$ cat src/rtl/sc_pkg.sv
package sc_pkg;

    // operation codes carried in a command
    typedef enum logic [1:0] {
        OP_NONE = 2'b00,
        OP_RD   = 2'b01,
        OP_WR   = 2'b10,
        OP_RSV  = 2'b11
    } sc_op_e;

    // reply status codes
    typedef enum logic [1:0] {
        ST_ACK  = 2'b00,
        ST_BUSY = 2'b01,
        ST_ERR  = 2'b10
    } sc_status_e;

    // life cycle of one port buffer
    typedef enum logic [1:0] {
        SLOT_IDLE,
        SLOT_ACTIVE,
        SLOT_REPLY
    } slot_state_e;

    function automatic logic op_known(input logic [1:0] op);
        return (op == OP_RD) || (op == OP_WR);
    endfunction

endpackage

$ cat src/rtl/sc_cmd_decode.sv
module sc_cmd_decode
    import sc_pkg::*;
#(
    parameter int NPORT  = 4,
    parameter int PORT_W = 3
) (
    input  logic              fire,
    input  logic [PORT_W-1:0] port,
    input  logic [1:0]        op,
    input  logic [NPORT-1:0]  slot_busy,
    output logic [NPORT-1:0]  load,
    output logic              imm_load,
    output logic [1:0]        imm_status
);

    logic port_ok;
    logic op_ok;
    logic tgt_busy;
    logic accept;

    always_comb begin
        port_ok  = int'(port) < NPORT;
        op_ok    = op_known(op);
        tgt_busy = 1'b0;
        for (int i = 0; i < NPORT; i++) begin
            if (int'(port) == i) tgt_busy = slot_busy[i];
        end
        accept     = port_ok && op_ok && !tgt_busy;
        imm_load   = fire && !accept;
        imm_status = (port_ok && op_ok) ? ST_BUSY : ST_ERR;
        for (int i = 0; i < NPORT; i++) begin
            load[i] = fire && accept && (int'(port) == i);
        end
    end

endmodule

$ cat src/rtl/sc_port_slot.sv
module sc_port_slot
    import sc_pkg::*;
#(
    parameter int SRC_W  = 8,
    parameter int ADDR_W = 8,
    parameter int DATA_W = 16
) (
    input  logic              clk,
    input  logic              rst,
    input  logic              load,
    input  logic [SRC_W-1:0]  ld_src,
    input  logic [1:0]        ld_op,
    input  logic [ADDR_W-1:0] ld_addr,
    input  logic [DATA_W-1:0] ld_wdata,
    input  logic              free_i,
    output logic              busy,
    output logic              rsp_pend,
    output logic [SRC_W-1:0]  rsp_src,
    output logic [DATA_W-1:0] rsp_data,
    output logic              port_req,
    output logic              port_we,
    output logic [ADDR_W-1:0] port_addr,
    output logic [DATA_W-1:0] port_wdata,
    input  logic              port_done,
    input  logic [DATA_W-1:0] port_rdata
);

    typedef struct packed {
        logic [SRC_W-1:0]  src;
        logic [1:0]        op;
        logic [ADDR_W-1:0] addr;
        logic [DATA_W-1:0] wdata;
    } held_t;

    slot_state_e       state_q;
    held_t             cmd_q;
    logic [DATA_W-1:0] rdata_q;

    always_ff @(posedge clk) begin
        if (rst) begin
            state_q <= SLOT_IDLE;
            cmd_q   <= '0;
            rdata_q <= '0;
        end else begin
            case (state_q)
                SLOT_IDLE: begin
                    if (load) begin
                        state_q     <= SLOT_ACTIVE;
                        cmd_q.src   <= ld_src;
                        cmd_q.op    <= ld_op;
                        cmd_q.addr  <= ld_addr;
                        cmd_q.wdata <= ld_wdata;
                    end
                end
                SLOT_ACTIVE: begin
                    if (port_done) begin
                        state_q <= SLOT_REPLY;
                        rdata_q <= (cmd_q.op == OP_RD) ? port_rdata : '0;
                    end
                end
                SLOT_REPLY: begin
                    if (free_i) state_q <= SLOT_IDLE;
                end
                default: state_q <= SLOT_IDLE;
            endcase
        end
    end

    assign busy       = state_q != SLOT_IDLE;
    assign rsp_pend   = state_q == SLOT_REPLY;
    assign port_req   = state_q == SLOT_ACTIVE;
    assign port_we    = cmd_q.op == OP_WR;
    assign port_addr  = cmd_q.addr;
    assign port_wdata = cmd_q.wdata;
    assign rsp_src    = cmd_q.src;
    assign rsp_data   = rdata_q;


    req_hold_chk: assert property (@(posedge clk) disable iff (rst)
        port_req && !port_done |=> port_req);


    load_idle_chk: assert property (@(posedge clk) disable iff (rst)
        load |-> !busy);


    free_after_accept_chk: assert property (@(posedge clk) disable iff (rst)
        $fell(busy) |-> $past(free_i));

endmodule

$ cat src/rtl/sc_reply_arb.sv
module sc_reply_arb
    import sc_pkg::*;
#(
    parameter int NREQ  = 5,
    parameter int IDX_W = 3
) (
    input  logic             clk,
    input  logic             rst,
    input  logic [NREQ-1:0]  req,
    input  logic             take,
    output logic             valid,
    output logic [IDX_W-1:0] grant
);

    logic [IDX_W-1:0] ptr_q;
    logic [IDX_W-1:0] held_q;
    logic             hold_q;
    logic [IDX_W-1:0] pick;
    logic             found;
    int               j;

    always_comb begin
        pick  = ptr_q;
        found = 1'b0;
        j     = 0;
        for (int k = 0; k < NREQ; k++) begin
            j = int'(ptr_q) + k;
            if (j >= NREQ) j = j - NREQ;
            if (!found && req[j]) begin
                found = 1'b1;
                pick  = IDX_W'(j);
            end
        end
    end

    assign valid = |req;
    assign grant = hold_q ? held_q : pick;

    always_ff @(posedge clk) begin
        if (rst) begin
            ptr_q  <= '0;
            held_q <= '0;
            hold_q <= 1'b0;
        end else begin
            hold_q <= valid && !take;
            held_q <= grant;
            if (valid && take) begin
                ptr_q <= (int'(grant) == NREQ - 1) ? '0 : grant + IDX_W'(1);
            end
        end
    end


    grant_req_chk: assert property (@(posedge clk) disable iff (rst)
        valid |-> req[grant]);


    hold_keep_chk: assert property (@(posedge clk) disable iff (rst)
        hold_q |-> req[held_q]);

endmodule

$ cat src/rtl/sc_dispatch.sv
module sc_dispatch
    import sc_pkg::*;
#(
    parameter int NPORT  = 4,
    parameter int PORT_W = 3,
    parameter int SRC_W  = 8,
    parameter int ADDR_W = 8,
    parameter int DATA_W = 16
) (
    input  logic                    clk,
    input  logic                    rst,
    input  logic                    cmd_valid,
    output logic                    cmd_ready,
    input  logic [SRC_W-1:0]        cmd_src,
    input  logic [PORT_W-1:0]       cmd_port,
    input  logic [1:0]              cmd_op,
    input  logic [ADDR_W-1:0]       cmd_addr,
    input  logic [DATA_W-1:0]       cmd_wdata,
    output logic [NPORT-1:0]        port_req,
    output logic [NPORT-1:0]        port_we,
    output logic [NPORT*ADDR_W-1:0] port_addr,
    output logic [NPORT*DATA_W-1:0] port_wdata,
    input  logic [NPORT-1:0]        port_done,
    input  logic [NPORT*DATA_W-1:0] port_rdata,
    output logic                    rpl_valid,
    input  logic                    rpl_ready,
    output logic [SRC_W-1:0]        rpl_src,
    output logic [PORT_W-1:0]       rpl_port,
    output logic [1:0]              rpl_status,
    output logic [DATA_W-1:0]       rpl_data
);

    localparam int NREQ  = NPORT + 1;
    localparam int IDX_W = $clog2(NREQ);
    localparam int IMM   = NPORT;

    typedef struct packed {
        logic              valid;
        logic [SRC_W-1:0]  src;
        logic [PORT_W-1:0] port;
        logic [1:0]        status;
    } imm_t;

    imm_t              imm_q;
    logic              cmd_fire;
    logic [NPORT-1:0]  slot_load;
    logic [NPORT-1:0]  slot_busy;
    logic [NPORT-1:0]  slot_pend;
    logic [NPORT-1:0]  slot_free;
    logic              imm_load;
    logic [1:0]        imm_status;
    logic [SRC_W-1:0]  slot_src  [NPORT];
    logic [DATA_W-1:0] slot_data [NPORT];
    logic [NREQ-1:0]   arb_req;
    logic [IDX_W-1:0]  grant;
    logic              take;

    assign cmd_ready = !imm_q.valid;
    assign cmd_fire  = cmd_valid && cmd_ready;
    assign take      = rpl_valid && rpl_ready;

    sc_cmd_decode #(
        .NPORT (NPORT),
        .PORT_W(PORT_W)
    ) u_dec (
        .fire      (cmd_fire),
        .port      (cmd_port),
        .op        (cmd_op),
        .slot_busy (slot_busy),
        .load      (slot_load),
        .imm_load  (imm_load),
        .imm_status(imm_status)
    );

    // immediate busy / error reply, one deep
    always_ff @(posedge clk) begin
        if (rst) begin
            imm_q <= '0;
        end else if (cmd_fire && imm_load) begin
            imm_q.valid  <= 1'b1;
            imm_q.src    <= cmd_src;
            imm_q.port   <= cmd_port;
            imm_q.status <= imm_status;
        end else if (take && grant == IDX_W'(IMM)) begin
            imm_q.valid <= 1'b0;
        end
    end

    for (genvar i = 0; i < NPORT; i++) begin : g_slot
        assign slot_free[i] = take && (grant == IDX_W'(i));

        sc_port_slot #(
            .SRC_W (SRC_W),
            .ADDR_W(ADDR_W),
            .DATA_W(DATA_W)
        ) u_slot (
            .clk       (clk),
            .rst       (rst),
            .load      (slot_load[i]),
            .ld_src    (cmd_src),
            .ld_op     (cmd_op),
            .ld_addr   (cmd_addr),
            .ld_wdata  (cmd_wdata),
            .free_i    (slot_free[i]),
            .busy      (slot_busy[i]),
            .rsp_pend  (slot_pend[i]),
            .rsp_src   (slot_src[i]),
            .rsp_data  (slot_data[i]),
            .port_req  (port_req[i]),
            .port_we   (port_we[i]),
            .port_addr (port_addr[i*ADDR_W +: ADDR_W]),
            .port_wdata(port_wdata[i*DATA_W +: DATA_W]),
            .port_done (port_done[i]),
            .port_rdata(port_rdata[i*DATA_W +: DATA_W])
        );
    end

    assign arb_req = {imm_q.valid, slot_pend};

    sc_reply_arb #(
        .NREQ (NREQ),
        .IDX_W(IDX_W)
    ) u_arb (
        .clk  (clk),
        .rst  (rst),
        .req  (arb_req),
        .take (take),
        .valid(rpl_valid),
        .grant(grant)
    );

    always_comb begin
        rpl_src    = imm_q.src;
        rpl_port   = imm_q.port;
        rpl_status = imm_q.status;
        rpl_data   = '0;
        for (int i = 0; i < NPORT; i++) begin
            if (grant == IDX_W'(i)) begin
                rpl_src    = slot_src[i];
                rpl_port   = PORT_W'(i);
                rpl_status = ST_ACK;
                rpl_data   = slot_data[i];
            end
        end
    end


    rpl_hold_chk: assert property (@(posedge clk) disable iff (rst)
        rpl_valid && !rpl_ready |=> rpl_valid && $stable(rpl_src) && $stable(rpl_port)
                                    && $stable(rpl_status) && $stable(rpl_data));


    bad_cmd_quiet_chk: assert property (@(posedge clk) disable iff (rst)
        cmd_fire && (int'(cmd_port) >= NPORT || !op_known(cmd_op)) |-> slot_load == '0);


    bad_cmd_err_chk: assert property (@(posedge clk) disable iff (rst)
        cmd_fire && (int'(cmd_port) >= NPORT || !op_known(cmd_op))
        |=> imm_q.valid && imm_q.status == ST_ERR);

endmodule

$ cat config.mk
export PLATFORM = sky130hd
export DESIGN_NAME = sc_dispatch
export DESIGN_NICKNAME = d
export VERILOG_FILES = /design/src/rtl/sc_pkg.sv /design/src/rtl/sc_cmd_decode.sv /design/src/rtl/sc_port_slot.sv /design/src/rtl/sc_reply_arb.sv /design/src/rtl/sc_dispatch.sv
export SDC_FILE = /design/constraint.sdc
export NUM_CORES = 1
export LEC_CHECK = 0
export ABC_AREA = 1
export BUFFER_PORTS_ARGS = -buffer_cell sky130_fd_sc_hd__buf_2
export CORE_UTILIZATION = 29
export CTS_CLUSTER_DIAMETER = 100
export DETAILED_ROUTE_END_ITERATION = 8
export PLACE_DENSITY = 0.57
export SLEW_MARGIN = 20
export SYNTH_ARGS = -nofsm -noshare
export SYNTH_HDL_FRONTEND = slang
export SYNTH_SLANG_ARGS = --single-unit
$ cat constraint.sdc
create_clock -name clk -period 5.6 [get_ports clk]
set_input_delay 1.12 -clock clk [delete_from_list [all_inputs] [get_ports clk]]
set_output_delay 1.12 -clock clk [all_outputs]
set_load 0.005 [all_outputs]
==> metrics.md, run 1 <==
| Metric | Value |
|---|---|
| Gr ovfl total | `0` |
| Reg clk slew, reported paths | `60 ps` |
| Core Area | `around 39,000 sq um` |
| Average cell area after synthesis | `about 7 sq um` |
| Clk sinks | `229` |
| CP startpoint | `u_arb.ptr_q[0]$_SDFFE_PP0P_` |
| Multi-input logic area | `~5300 sq um` |
| Type of the worst min-delay path | `flip-flop to flip-flop` |
| Final WS setup | `around 210 ps` |
| Chip Height | `roughly 200 microns` |
| Vias | `roughly 11,000` |
| Asr flop ratio synth | `0%` |
| Synth area leaders | `dfxtp_1 (40%), nand2_1 (9.9%), nor2_1 (7.7%)` |
| DRT met1 WL | `between 15 and 20 mm` |
| Global Route Usage Sum | `about a fifth` |
| Worst setup SP type | `flip-flop` |
| Fin. max-slew vios | `0` |
| CP Max Fanout | `17` |
| Total wire length | `38.6 mm` |
| Area Growth Syn to Fin | `17.9%` |
| GPL Wtd Cong | `around 0.91` |
| DR WL met2 | `about 18 mm` |
| Vias in the first global route | `approximately 10,000` |
| Clock latency on the worst-skew pair | `between 500 and 600 ps` |
| Max_slew headroom | `26.4%` |
| Antenna fix cells | `0` |
| Nets@finish | `around 1,800` |
| Netlist Area Pre-Place | `11,400 sq um` |
| Hpwl dp | `between 20 and 30 mm` |
| Min Tclk post-route | `~5400 ps` |
| IO buf count | `about 240` |
| Post-synthesis cell type count | `45` |
| Reg-to-reg endpoint | `g_slot[3].u_slot.state_q[1]$_SDFFE_PP0P_` |
| Total die area | `between 30,000 and 40,000 sq um` |
| Via density | `approximately 4.8` |
| CTS tree | `done` |
| Unrepaired setup endpoints after global routing | `false` |
| Reg2reg path depth | `26` |
| Synth Instances | `between 1,500 and 2,000` |
| CP Data Arrival Time | `about 4300 ps` |
| Routed Antenna Nets | `0` |
| Setup TNS Final | `0 ps` |
| DP Area | `roughly 12,000 sq um` |
| WP data required | `roughly 4500 ps` |
| DIE WIDTH | `~200 microns` |
| Critical Path Sink | `rpl_data[15]` |
| Ports | `244` |
| Finished Cell Area | `about 13,000 sq um` |
| Final Hold Vio Count | `0` |
| Place WS | `slightly above 300 ps` |
| Row cnt | `72` |
| Maximum clock rate | `186 MHz` |
| Max-Cap Viols | `0` |
| Filler instances | `between 4,000 and 5,000` |
| FF+latch count, synth | `roughly 230` |
| Top Metal Used | `met4` |
| Initial core utilization | `29.4%` |
| Yosys warns | `0` |
| Most frequent cell after synthesis | `nand2_1` |
| Initial antenna violation count | `0` |
| Layout cells sized above 1 | `around 22%` |
| Slowest CP cell | `dfxtp_1` |
| Largest net degree at the start of global routing | `60` |
| DRT Pass-1 Iters | `5` |
| Status | `finished clean` |
| Post-Syn Nets | `around 1,700` |
| R2r startpoint | `u_arb.ptr_q[0]$_SDFFE_PP0P_` |
| Most instantiated cells after synthesis | `nand2_1 (298), nor2_1 (232), dfxtp_1 (229)` |
| TritonCTS Buffers | `28` |
| Largest stage delay on the critical path | `310 ps` |
| Post-synth EDFFs | `0` |
| Placed cell count | `roughly 2,200` |
| Worst Setup End Kind | `primary output` |
| Reg area | `~4600 sq um` |
| Kind of critical path | `flip-flop to primary output` |
| Period utilization | `96.2%` |
| Met3 wire length | `2.18 mm` |
| Remaining DRCs | `0` |
| DRT iter0 DRCs | `685` |
| Worst-Margin Slew | `~1100 ps` |
| Leading area contributor after synthesis | `dfxtp_1` |
| First-pass GRT wire length | `around 60 mm` |
| Clock buffer depth | `3` |
| H-Tree Depth | `1` |
| Post-Layout Cell Count | `between 2,000 and 2,500` |
| CTS root buf | `clkbuf_16` |
| Setup violations, final | `0` |
| Drt wl/cell | `roughly 17 microns` |
| Ys flop type | `dfxtp_1` |
| Share of the synthesized area in the top cell type | `between 40% and 50%` |
| Reg2reg setup slack | `roughly 2000 ps` |
| Share of synthesized area occupied by flip-flops and latches | `about two fifths` |
| Clk_skew | `11.8 ps` |
-- cell type report --
cell class | instances | share of cell area (%)
clock buffers | 46 | 6.72
clock inverters | 6 | 0.673
inverters | 100 | 2.96
multi-input cells | 1082 | 39.5
flip-flops and latches | 229 | 34.3
well taps | 518 | 4.84
repair buffers | 272 | 11.0
-- worst min path at each step --
stage | from | to | slack [ps] | depth (start not counted)
after detailed placement | imm_q[1]$_SDFFE_PP0P_ | imm_q[1]$_SDFFE_PP0P_ | 450 | 2
after global placement | g_slot[1].u_slot.rsp_src[0]$_SDFFE_PP0P_ | g_slot[1].u_slot.rsp_src[0]$_SDFFE_PP0P_ | 440 | 2
after floorplan | imm_q[1]$_SDFFE_PP0P_ | imm_q[1]$_SDFFE_PP0P_ | 430 | 2
final | imm_q[1]$_SDFFE_PP0P_ | imm_q[1]$_SDFFE_PP0P_ | 450 | 2
after CTS | g_slot[1].u_slot.rsp_src[3]$_SDFFE_PP0P_ | g_slot[1].u_slot.rsp_src[3]$_SDFFE_PP0P_ | 460 | 2
after global routing | g_slot[1].u_slot.rsp_src[3]$_SDFFE_PP0P_ | g_slot[1].u_slot.rsp_src[3]$_SDFFE_PP0P_ | 460 | 2
-- logic make-up after synthesis --
group,synth area share [%]
xor gates and xnor gates,0.154
AOI/OAI and AO/OA,13.3
DFF,40.4
buffers and inverters,14.2
and+or+nand+nor,30.3
adders and majority gates,1.72
-- repair_timing --
item                                    CTS  global route
cloned                                    1             0
setup buffers                             2             2
endpoints found under the setup margin   25            25
hold buffers                              0             0
gates resized for setup                  15            28
pin swaps                                 1             1
-- metal layers --
metal / track usage [%] / up-vias
met2: 30.5 / 335
met5: 0 / -
li1: - / 5392
met4: 6.67 / 0
met3: 2.77 / 77
met1: 25.5 / 5071
-- worst max-delay path: cells and delay by family (launching register included) --
family	cells	cell delay, ps
AO/OA/AOI/OAI	5	750
adder cells (fa/ha/maj)	4	760
AND/OR/NAND/NOR	10	980
buffers and inverters	9	930
flip-flops	1	310
-- placed cells by master (no fill, tap or decap), drive strengths merged, types with 2 or more instances in the layout --
master / instances
nand2: 318
buf: 272
nor2: 235
dfxtp: 229
o21ai: 151
a21oi: 136
nand3: 132
inv: 99
nand4: 72
clkbuf: 46
ha: 14
nor3: 9
clkinv: 4
nand3b: 2
or2: 2
bufinv: 2
o221ai: 2
-- per-stage QoR --
stage / utilization [%] / hold slack (ps)
floorplan: - / 427
global placement: 31.5 / 441
detailed placement: 31.5 / 448
CTS: 34.3 / 456
global route: 34.6 / 463
finish: 34.6 / 454
-- registers in the layout, indices dropped and copies added (netlist names), 3 cells and up --
register,count
g_slot.u_slot.port_wdata,64
g_slot.u_slot.rsp_data,64
g_slot.u_slot.port_addr,32
g_slot.u_slot.rsp_src,32
imm_q,13
g_slot.u_slot.cmd_q,8
g_slot.u_slot.state_q,8
u_arb.held_q,3
u_arb.ptr_q,3
Power of run 1 is left out: the tool's default activity adds up to more than one toggle a clock period on the data nets, which glitch-free logic cannot reach.
==> inputs of run 2 (changes only) <==
==> constraint.sdc (replaced) <==
create_clock -name clk -period 6.09 [get_ports clk]
set_input_delay 1.218 -clock clk [delete_from_list [all_inputs] [get_ports clk]]
set_output_delay 1.218 -clock clk [all_outputs]
set_load 0.005 [all_outputs]
==> run 2 against run 1 <==
Net effect: via count is 0.31% lower; non-clock buffer count shrank 6; register-to-register slack better by 240 ps; setup slack improved by 180 ps; routed wire length grew 1.1%; design area fell by 1.5%; core utilization decreased by 0.53 points; clock-buffer cell count shrank 7; critical path depth fell by 2; die area unchanged; global-route usage increased by 0.13 points; critical path type unchanged; largest cell class unchanged.
==> metrics.md, run 2 (synthesized netlist as in run 1, its figures left out) <==
| Metric | Value |
|---|---|
| Final Core Density | `about a third` |
| WP data required | `about 4900 ps` |
| Worst Setup End Kind | `primary output` |
| First-pass GRT wire length | `about 60 mm` |
| Cell mode on critical path | `nand2_1` |
| CP Data Arrival Time | `between 4000 and 5000 ps` |
| Vias in the first global route | `approximately 10,000` |
| Routed Antenna Nets | `0` |
| Max-Cap Viols | `0` |
| Crit path max-delay family | `simple AND/OR/NAND/NOR gates` |
| Slowest CP cell | `dfxtp_4` |
| CP startpoint | `u_arb.ptr_q[1]$_SDFFE_PP0P_` |
| Placed cell count | `between 2,000 and 2,500` |
| Type of the worst min-delay path | `flip-flop to flip-flop` |
| Clk_skew | `roughly 21 ps` |
| Kind of critical path | `flip-flop to primary output` |
| Initial core utilization | `29.4%` |
| Ports | `approximately 240` |
| Setup violations, final | `0` |
| Hpwl dp | `roughly 27 mm` |
| Layout cells sized above 1 | `between 20% and 30%` |
| Clock latency on the worst-skew pair | `540 ps` |
| Global Route Usage Sum | `between 10% and 20%` |
| Chip Height | `roughly 200 microns` |
| Area Growth Syn to Fin | `16.1%` |
| Worst setup SP type | `flip-flop` |
| Drt wl/cell | `between 15 and 20 microns` |
| Nets@finish | `1,829` |
| Clk sinks | `around 230` |
| Core Area | `between 30,000 and 40,000 sq um` |
| Grt met2 use | `a little under a third` |
| Met3 Usage GRT | `between 3 and 4%` |
| R2r startpoint | `u_arb.ptr_q[1]$_SDFFE_PP0P_` |
| Period utilization | `between 90 and 100%` |
| CTS root buf | `clkbuf_16` |
| Largest net degree at the start of global routing | `73` |
| DRT Pass-1 Iters | `5` |
| GPL Wtd Cong | `about 0.89` |
| Commonest cells after routing, fill and taps aside | `nand2_1 (297), buf_2 (242), nor2_1 (230)` |
| CP Max Fanout | `13` |
| Min Tclk post-route | `5690 ps` |
| Total wire length | `slightly below 40 mm` |
| Reg clk slew, reported paths | `around 60 ps` |
| CTS tree | `done` |
| Hold_buf cts | `0` |
| DP Area | `roughly 12,000 sq um` |
| Total die area | `roughly 40,000 sq um` |
| Commonest non-fill, non-tap cell in the layout | `nand2_1` |
| Worst-Margin Slew | `about 1100 ps` |
| Max_slew headroom | `approximately a quarter` |
| Gr ovfl total | `0` |
| Grt peak-use layer | `met2` |
| Setup TNS Final | `0 ps` |
| Finished Cell Area | `~13,000 sq um` |
| Status | `finished clean` |
| Reg2reg setup slack | `~2200 ps` |
| DRT iter0 DRCs | `~860` |
| M1 GR Usage | `around a quarter` |
| Worst hold path startpoint | `g_slot[3].u_slot.port_addr[3]$_SDFFE_PP0P_` |
| IO buf count | `243` |
| Maximum clock rate | `approximately 180 MHz` |
| Clock buffer depth | `3` |
| Initial antenna violation count | `2` |
| Vias | `10,841` |
| CP bufs+invs | `5` |
| TritonCTS Buffers | `27` |
| Post-Layout Cell Count | `2,245` |
| Fin. max-slew vios | `0` |
| Remaining DRCs | `0` |
| H-Tree Depth | `1` |
| Final Hold Vio Count | `0` |
| Row cnt | `approximately 70` |
| Via density | `4.83` |
| DIE WIDTH | `between 150 and 200 microns` |
| Largest stage delay on the critical path | `about 420 ps` |
==> run 2: changes by cell type in the layout (fill, tap and decap cells not counted), sizes merged <==
cell      change
diode         +1
clkinv        -1
bufinv        +1
clkbuf        -7
clkinvlp      +3
buf           -6
nand2         -1
inv           +2
==> run 2: final cells by class <==
class | count | area (sq um)
Tap cell | 518 | 648
Fill cell | 4211 | 25500
Multi-Input combinational cell | 1081 | 5200
Sequential cell | 229 | 4590
Clock buffer | 39 | 811
Inverter | 100 | 390
Antenna cell | 1 | 2.50
Clock inverter | 11 | 149
Timing Repair Buffer | 266 | 1400
==> run 2: tightest hold or removal path: stages (launching register included) <==
cell and delay, ps:
dfxtp_1 300, nand2_1 60, a21oi_1 50
==> run 2: final timing paths <==
| path | endpoint | depth (start not counted) |
|---|---|---|
| hold reg to reg | g_slot[3].u_slot.port_addr[3]$_SDFFE_PP0P_ | 2 |
| setup reg to reg | arb_req[4]$_SDFFE_PP0P_ | 23 |
| setup / recovery | rpl_src[7] | 26 |
| hold / removal | g_slot[3].u_slot.port_addr[3]$_SDFFE_PP0P_ | 2 |
==> run 2: per-stage QoR <==
stage | hold WS, ps | setup slack (ps)
final | 457 | 396
after detailed placement | 448 | 411
after CTS | 456 | 28.9
after global routing | 475 | -15.1
after global placement | 443 | 561
after floorplan | 427 | 751
==> run 2: layer usage <==
layer / vias to the layer above / share of wire (%) / wire length, microns
met5: - / 0.041 / 16
li1: 5368 / - / -
met3: 59 / 5.9 / 2310
met4: 2 / 2.7 / 1040
met1: 5075 / 45 / 17400
met2: 337 / 47 / 18200
==> run 2: repair_timing <==
action / 4_1_cts / 5_1_grt
setup buffers: 0 / 4
endpoints found under the setup margin: 19 / 25
gates resized for setup: 2 / 16
Power of run 2 is left out for the same reason.
